**src/rtl/burst_addr_pkg.sv**
```systemverilog
package burst_addr_pkg;

    localparam int BEAT_W = 2;

    typedef enum logic {
        ORD_LINEAR = 1'b0,
        ORD_INTLV  = 1'b1
    } beat_order_e;

    typedef struct packed {
        logic        valid;
        logic        is_write;
        beat_order_e order;
    } burst_attr_t;

    function automatic logic [BEAT_W-1:0] next_beat(input logic [BEAT_W-1:0] b);
        return b + BEAT_W'(1);
    endfunction

    function automatic logic [BEAT_W-1:0] linear_low(input logic [BEAT_W-1:0] start,
                                                      input logic [BEAT_W-1:0] beat);
        return start + beat;
    endfunction

endpackage

```
**src/rtl/burst_ctrl.sv**
```systemverilog
module burst_ctrl
    import burst_addr_pkg::*;
#(
    parameter int AW   = 20,
    parameter int NSEL = 3
) (
    input  logic              clk,
    input  logic              rst,
    input  logic              stall_i,
    input  logic              step_i,
    input  logic [NSEL-1:0]   sel_i,
    input  logic              wr_i,
    input  logic              order_i,
    input  logic [AW-1:0]     addr_i,
    output logic [AW-1:0]     base_o,
    output logic [BEAT_W-1:0] beat_o,
    output burst_attr_t       attr_o
);

    logic do_load;
    logic do_adv;

    assign do_load = !stall_i && !step_i;
    assign do_adv  = !stall_i &&  step_i;

    always_ff @(posedge clk) begin
        if (rst) begin
            base_o <= '0;
            beat_o <= '0;
            attr_o <= '{valid: 1'b0, is_write: 1'b0, order: ORD_LINEAR};
        end else if (do_load) begin
            base_o          <= addr_i;
            beat_o          <= '0;
            attr_o.valid    <= &sel_i;
            attr_o.is_write <= wr_i;
            attr_o.order    <= beat_order_e'(order_i);
        end else if (do_adv) begin
            beat_o <= next_beat(beat_o);
        end
    end

endmodule

```
**src/rtl/burst_map.sv**
```systemverilog
module burst_map
    import burst_addr_pkg::*;
#(
    parameter int AW = 20
) (
    input  logic [AW-1:0]     base_i,
    input  logic [BEAT_W-1:0] beat_i,
    input  beat_order_e       order_i,
    output logic [AW-1:0]     addr_o
);

    logic [BEAT_W-1:0] lin_bits;
    logic [BEAT_W-1:0] ilv_bits;

    assign lin_bits = linear_low(base_i[BEAT_W-1:0], beat_i);

    for (genvar i = 0; i < BEAT_W; i++) begin : g_ilv
        assign ilv_bits[i] = base_i[i] ^ beat_i[i];
    end

    always_comb begin
        addr_o = base_i;
        addr_o[BEAT_W-1:0] = (order_i == ORD_INTLV) ? ilv_bits : lin_bits;
    end

endmodule

```
**src/rtl/burst_addr_gen.sv**
```systemverilog
module burst_addr_gen
    import burst_addr_pkg::*;
#(
    parameter int AW   = 20,
    parameter int NSEL = 3
) (
    input  logic              clk,
    input  logic              rst,
    input  logic              stall_i,
    input  logic              step_i,
    input  logic [NSEL-1:0]   sel_i,
    input  logic              wr_i,
    input  logic              order_i,
    input  logic [AW-1:0]     addr_i,
    output logic [AW-1:0]     acc_addr_o,
    output logic              acc_wr_o,
    output logic              acc_vld_o,
    output logic [BEAT_W-1:0] beat_o
);

    logic [AW-1:0]     base;
    logic [BEAT_W-1:0] beat;
    burst_attr_t       attr;

    burst_ctrl #(.AW(AW), .NSEL(NSEL)) u_ctrl (
        .clk     (clk),
        .rst     (rst),
        .stall_i (stall_i),
        .step_i  (step_i),
        .sel_i   (sel_i),
        .wr_i    (wr_i),
        .order_i (order_i),
        .addr_i  (addr_i),
        .base_o  (base),
        .beat_o  (beat),
        .attr_o  (attr)
    );

    burst_map #(.AW(AW)) u_map (
        .base_i  (base),
        .beat_i  (beat),
        .order_i (attr.order),
        .addr_o  (acc_addr_o)
    );

    assign acc_wr_o  = attr.is_write;
    assign acc_vld_o = attr.valid;
    assign beat_o    = beat;

endmodule

```
**config.mk**
```make
export PLATFORM = sky130hd
export DESIGN_NAME = burst_addr_gen
export DESIGN_NICKNAME = d
export VERILOG_FILES = /design/src/rtl/burst_addr_pkg.sv /design/src/rtl/burst_ctrl.sv /design/src/rtl/burst_map.sv /design/src/rtl/burst_addr_gen.sv
export SDC_FILE = /design/constraint.sdc
export NUM_CORES = 1
export LEC_CHECK = 0
export ABC_AREA = 1
export BUFFER_PORTS_ARGS = -buffer_cell sky130_fd_sc_hd__buf_2
export CAP_MARGIN = 25
export CORE_MARGIN = 2
export CORE_UTILIZATION = 50
export DETAILED_ROUTE_END_ITERATION = 10
export GPL_ROUTABILITY_DRIVEN = 0
export GPL_TIMING_DRIVEN = 0
export MAX_ROUTING_LAYER = met4
export PLACE_DENSITY = 0.84
export SETUP_SLACK_MARGIN = 0.5
export SLEW_MARGIN = 30
export SYNTH_ARGS = -nofsm -noshare
export SYNTH_HDL_FRONTEND = slang
export SYNTH_SLANG_ARGS = --single-unit
```
**constraint.sdc**
```tcl
create_clock -name clk -period 2.02 [get_ports clk]
set_input_delay 0.404 -clock clk [delete_from_list [all_inputs] [get_ports clk]]
set_output_delay 0.404 -clock clk [all_outputs]
set_load 0.03 [all_outputs]
```
Word level (Yosys, flattened, before mapping)
Cells that the tools add are included.

word-level totals
  bits in registers = 25
  bits of input ports = 29
  output and inout port bits = 24
  logic and storage cells = 16

cells by class
  bitwise gates (word level) = 2
  reductions and logical operators = 6
  add/sub/neg operators = 2
  multiplexer cells = 1

operator list
  cell                 count
  $reduce_and 3->1     1
  $add 2x1->2 const B  1
  $add 2x2->2          1
  $logic_and 1x1->1    2
  $logic_not 1->1      2
  $mux 2               1
  $reduce_or 2->1      1
  $xor 1x1->1          2

Depth between registers and ports, before layout
  depth after elaboration = 3
  gate-level depth with buffers = 7
  mapped depth without buffers = 7

Modules after synthesis
From an unflattened synthesis, not the netlist that was laid out.

second synthesis, totals
  cell total of the unflattened synthesis = 155
  area total of the unflattened synthesis = 1,144.8 µm²

by module, submodules not included
  module      times used  area an instance (µm²)  seq. area each (µm²)  cells each
  burst_ctrl  1           942.2                   500.5                 122
  burst_map   1           202.7                   0.0                   33

Worst setup path before layout
Ideal clock, no wire load.

  path type = register to output
  start point = register u_ctrl.beat_o[0]
  end point = output port acc_addr_o[1]
  data required time = 1.616 ns
  slack = 0.418 ns
  data arrival time = 1.198 ns
  cell stages (with the launch flop) = 8
  path buffers = 0
  cells stage by stage = dfxtp_1 ha_1 inv_1 nor2_1 inv_1 nand2_1 nand2_1 inv_1

between the ends
  word-level cells in the longest chain between the ends = 2

RTL lines
  item                    line                  text
  from (decl)             burst_ctrl.sv:16      output logic [BEAT_W-1:0] beat_o,
  from (signal assigned)  burst_ctrl.sv:38      beat_o <= next_beat(beat_o);
  $add 2x2->2             burst_addr_pkg.sv:22  return start + beat;
  $mux 2                  burst_map.sv:23       addr_o[BEAT_W-1:0] = (order_i == ORD_INTLV) ? ilv_bits : lin_bits;
  to (decl)               burst_addr_gen.sv:15  output logic [AW-1:0] acc_addr_o,

No other way between the ends.

Final worst setup path
Ends and elaborated chain as after synthesis.

==> reports/qor.yml <==
global_route:
  grt_max_degree: 14
  antenna_found_initial: 0
  overflow: 0
  grt_pass1_wl_um: 3880
  grt_pass1_vias: 927
  grt_use_total_pct: 19.3
power_and_ir_drop:
  cellPowerDensity_nw_per_um2: 615
  vdd_ir_drop_max_v: 0.000417
  p_int_uw: 696
  pwr-share-comb_pct: 23.3
  p_clk_share_pct: 22.4
  p_sw_uw: 286
  seqPwrFrac_pct: 54.3
  leakagePower_nw: 0.873
  p_sw_share_pct: 29.1
floorplanning:
  io_pins: 53
  initial_core_util_pct: 54.3
  die_w_um: 53.5
  core.rowCount: 17
  dieArea_um2: 2860
  fp.coreArea_um2: 2250
  die_y_um: 53.5
setup_path:
  slowest_stage: "dfxtp_4"
  regToRegEndpoint: "u_ctrl.beat_o[0]"
  critPathLaunch: "u_ctrl.beat_o[0]"
  worstPathArrival_ns: 1.29
  cp.depth: 8
  crit_family: "flip-flops"
  r2r_start: "u_ctrl.beat_o[0]"
  endpoint: "acc_addr_o[1]"
  cpPeakStageDelay_ns: 0.39
  worst_setup_path_start_kind: "flip-flop"
  reg2reg_depth: 4
  end_kind: "output port"
  r2r_slack_ns: 1.17
  worstPathMaxFanout: 2
  crit_chain: "ha_4, inv_1, nor2_2, inv_1, nand2_1, nand2_1, inv_2, buf_6"
  worstSetupPathType: "reg -> out"
  required_ns: 1.62
  crit_buf_inv: 4
clocking:
  numCtsBuffers: 3
  root_buffer: "clkbuf_4"
  htree_levels: 1
  cts_tree: "done"
  cts_num_sinks: 25
  ctsLongestPathBuffers: 2
  clkTransAtPathRegs_ns: 0.13
  clock_latency_ns: 0.31
  cts_hold_buf: 0
routing:
  routedWlPerCell_um: 10.5
  dr_total_vias: 1055
  firstDrtPassIters: 4
  drtIter0Drc: 16
  drcViolationCount: 0
  drt_wl_total_um: 2410
  final_antenna_net_count: 0
  via_per_inst: 4.57
sta:
  setup_violations: 0
  setup_tns_ns: 0
  maxSlewViolCount: 0
  hold_viol_final: 0
  timing.fmax_ghz: 0.590
  rsz0062_at_grt: "yes"
  max_slew.worst_pin.slew_ns: 0.270
  holdWs_ns: 0.313
  slew_headroom_pct: 81.9
  fin_crit_ns: 1.70
  finalCritPeriodShare_pct: 84.0
  fin_skew_ns: 0.000107
logic_synthesis:
  yosys.area.top_type: "dfxtp_1"
  yosysMostFrequentCell: "nand2_2"
  syn_area_um2: 1220
  yosysSeqAreaShare_pct: 40.9
  synth_cell_type_count: 16
  syn_inst: 145
  yosys_most_used_dff: "dfxtp_1"
  synth_edf_count: 0
  yosys_warnings: 0
  synth-seq-cells: 25
  yosysTopAreaCellShare_pct: 40.9
  avgSynthCellArea_um2: 8.45
  yosys-top-cells-count: "nand2_2, dfxtp_1, nand3_1, buf_4, nand2_1"
  synthArstFlopShare_pct: 0
  synth.area.top_cells: "dfxtp_1, nand2_2, buf_4, nand3_1, nand2_1"
  synth_nets: 175
place:
  place_inst: 225
  hpwl_um: 1740
  port_buffers: 52
layout:
  fin_nets: 234
  areaGrowthSynthToFinish_pct: 30.3
  fillCellCount: 211
  layout-drive-gt1-share_pct: 60.1
  instances_no_fill: 231
  fin_util_pct: 70.8
  n_antenna_cell: 0
flow_run:
  maxCapViolations: 0
hold_path:
  min_path_type: "in -> reg"
  hold_start: "addr_i[17]"
run_status:
  status: "completed"
## power groups by stage
stage | clock network [mW] | logic, mW | registers [mW]
final | 0.220 | 0.229 | 0.533
after global routing | 0.244 | 0.247 | 0.536
after CTS | 0.230 | 0.227 | 0.532
after detailed placement | 0 | 0.216 | 0.544
after global placement | 0 | 0.212 | 0.543
after floorplan | 0 | 0.147 | 0.548
## sequential cells by signal, indices dropped and copies added (netlist names)
name           count
u_ctrl.base_o     20
u_ctrl.attr_o      3
u_ctrl.beat_o      2
## routing by layer
layer  share of wire (%)  up-vias  global-route usage [%]
li1                    -      554                       -
met1                  41      462                    22.6
met2                  51       35                    33.1
met3                 5.7        4                    2.54
met4                 2.0        0                    7.69
met5                   0        -                       -
## worst min-delay path by stage
| stage | to | cells past startpoint |
|---|---|---|
| floorplan | u_ctrl.base_o[10] | 2 |
| global placement | u_ctrl.base_o[10] | 2 |
| detailed placement | u_ctrl.base_o[10] | 2 |
| CTS | u_ctrl.base_o[13] | 3 |
| global route | u_ctrl.base_o[7] | 3 |
| finish | u_ctrl.base_o[17] | 3 |
## tightest hold or removal path: stages
cell,delay [ns]
buf_2,0.07
nand3_1,0.06
nand2_1,0.06
## cells in the final DEF (no fill, tap or decap), types with 2 or more instances in the layout
| cell type | count |
|---|---|
| nor2_1 | 4 |
| buf_6 | 4 |
| dfxtp_1 | 23 |
| nand3_1 | 25 |
| nand2_2 | 33 |
| nand2_1 | 18 |
| buf_4 | 21 |
| inv_1 | 6 |
| o21ai_0 | 3 |
| inv_2 | 2 |
| dfxtp_4 | 2 |
| clkbuf_4 | 4 |
| buf_12 | 2 |
| buf_2 | 50 |
## through the flow
| stage | power [mW] | setup slack (ns) | cell area [um2] |
|---|---|---|---|
| 2_1_floorplan | 0.695 | 0.556 | 1230 |
| 3_5_place_dp | 0.760 | 0.601 | 1520 |
| 5_1_grt | 1.03 | 0.254 | 1600 |
| 3_3_place_gp | 0.755 | 0.616 | 1520 |
| 4_1_cts | 0.989 | 0.319 | 1580 |
| 6_report | 0.982 | 0.324 | 1600 |
## cells by family (layout without fill, tap and decap cells)
| group | after synthesis | after routing | synth area share (%) |
|---|---|---|---|
| adders and majority gates | 1 | 1 | 1.02 |
| buffers and inverters | 32 | 90 | 19.8 |
| DFF | 25 | 25 | 40.9 |
| and+or+nand+nor | 84 | 84 | 37.1 |
| AOI/OAI and AO/OA | 3 | 3 | 1.23 |
## timing repair
action,4_1_cts,5_1_grt
gates resized for setup,5,6
buffers inserted,2,0
endpoints found under the setup margin,2,2
## cell type report
class	instances	area, um2	share of cell area (%)
Sequential cell	25	508	31.8
Inverter	8	30.0	1.88
Tap cell	28	35.0	2.19
Timing Repair Buffer	54	288	18.0
Multi-Input combinational cell	88	497	31.1
Clock buffer	4	26.3	1.65
Buffer	24	213	13.3
Note: power is estimated with default switching activity, not from simulation.
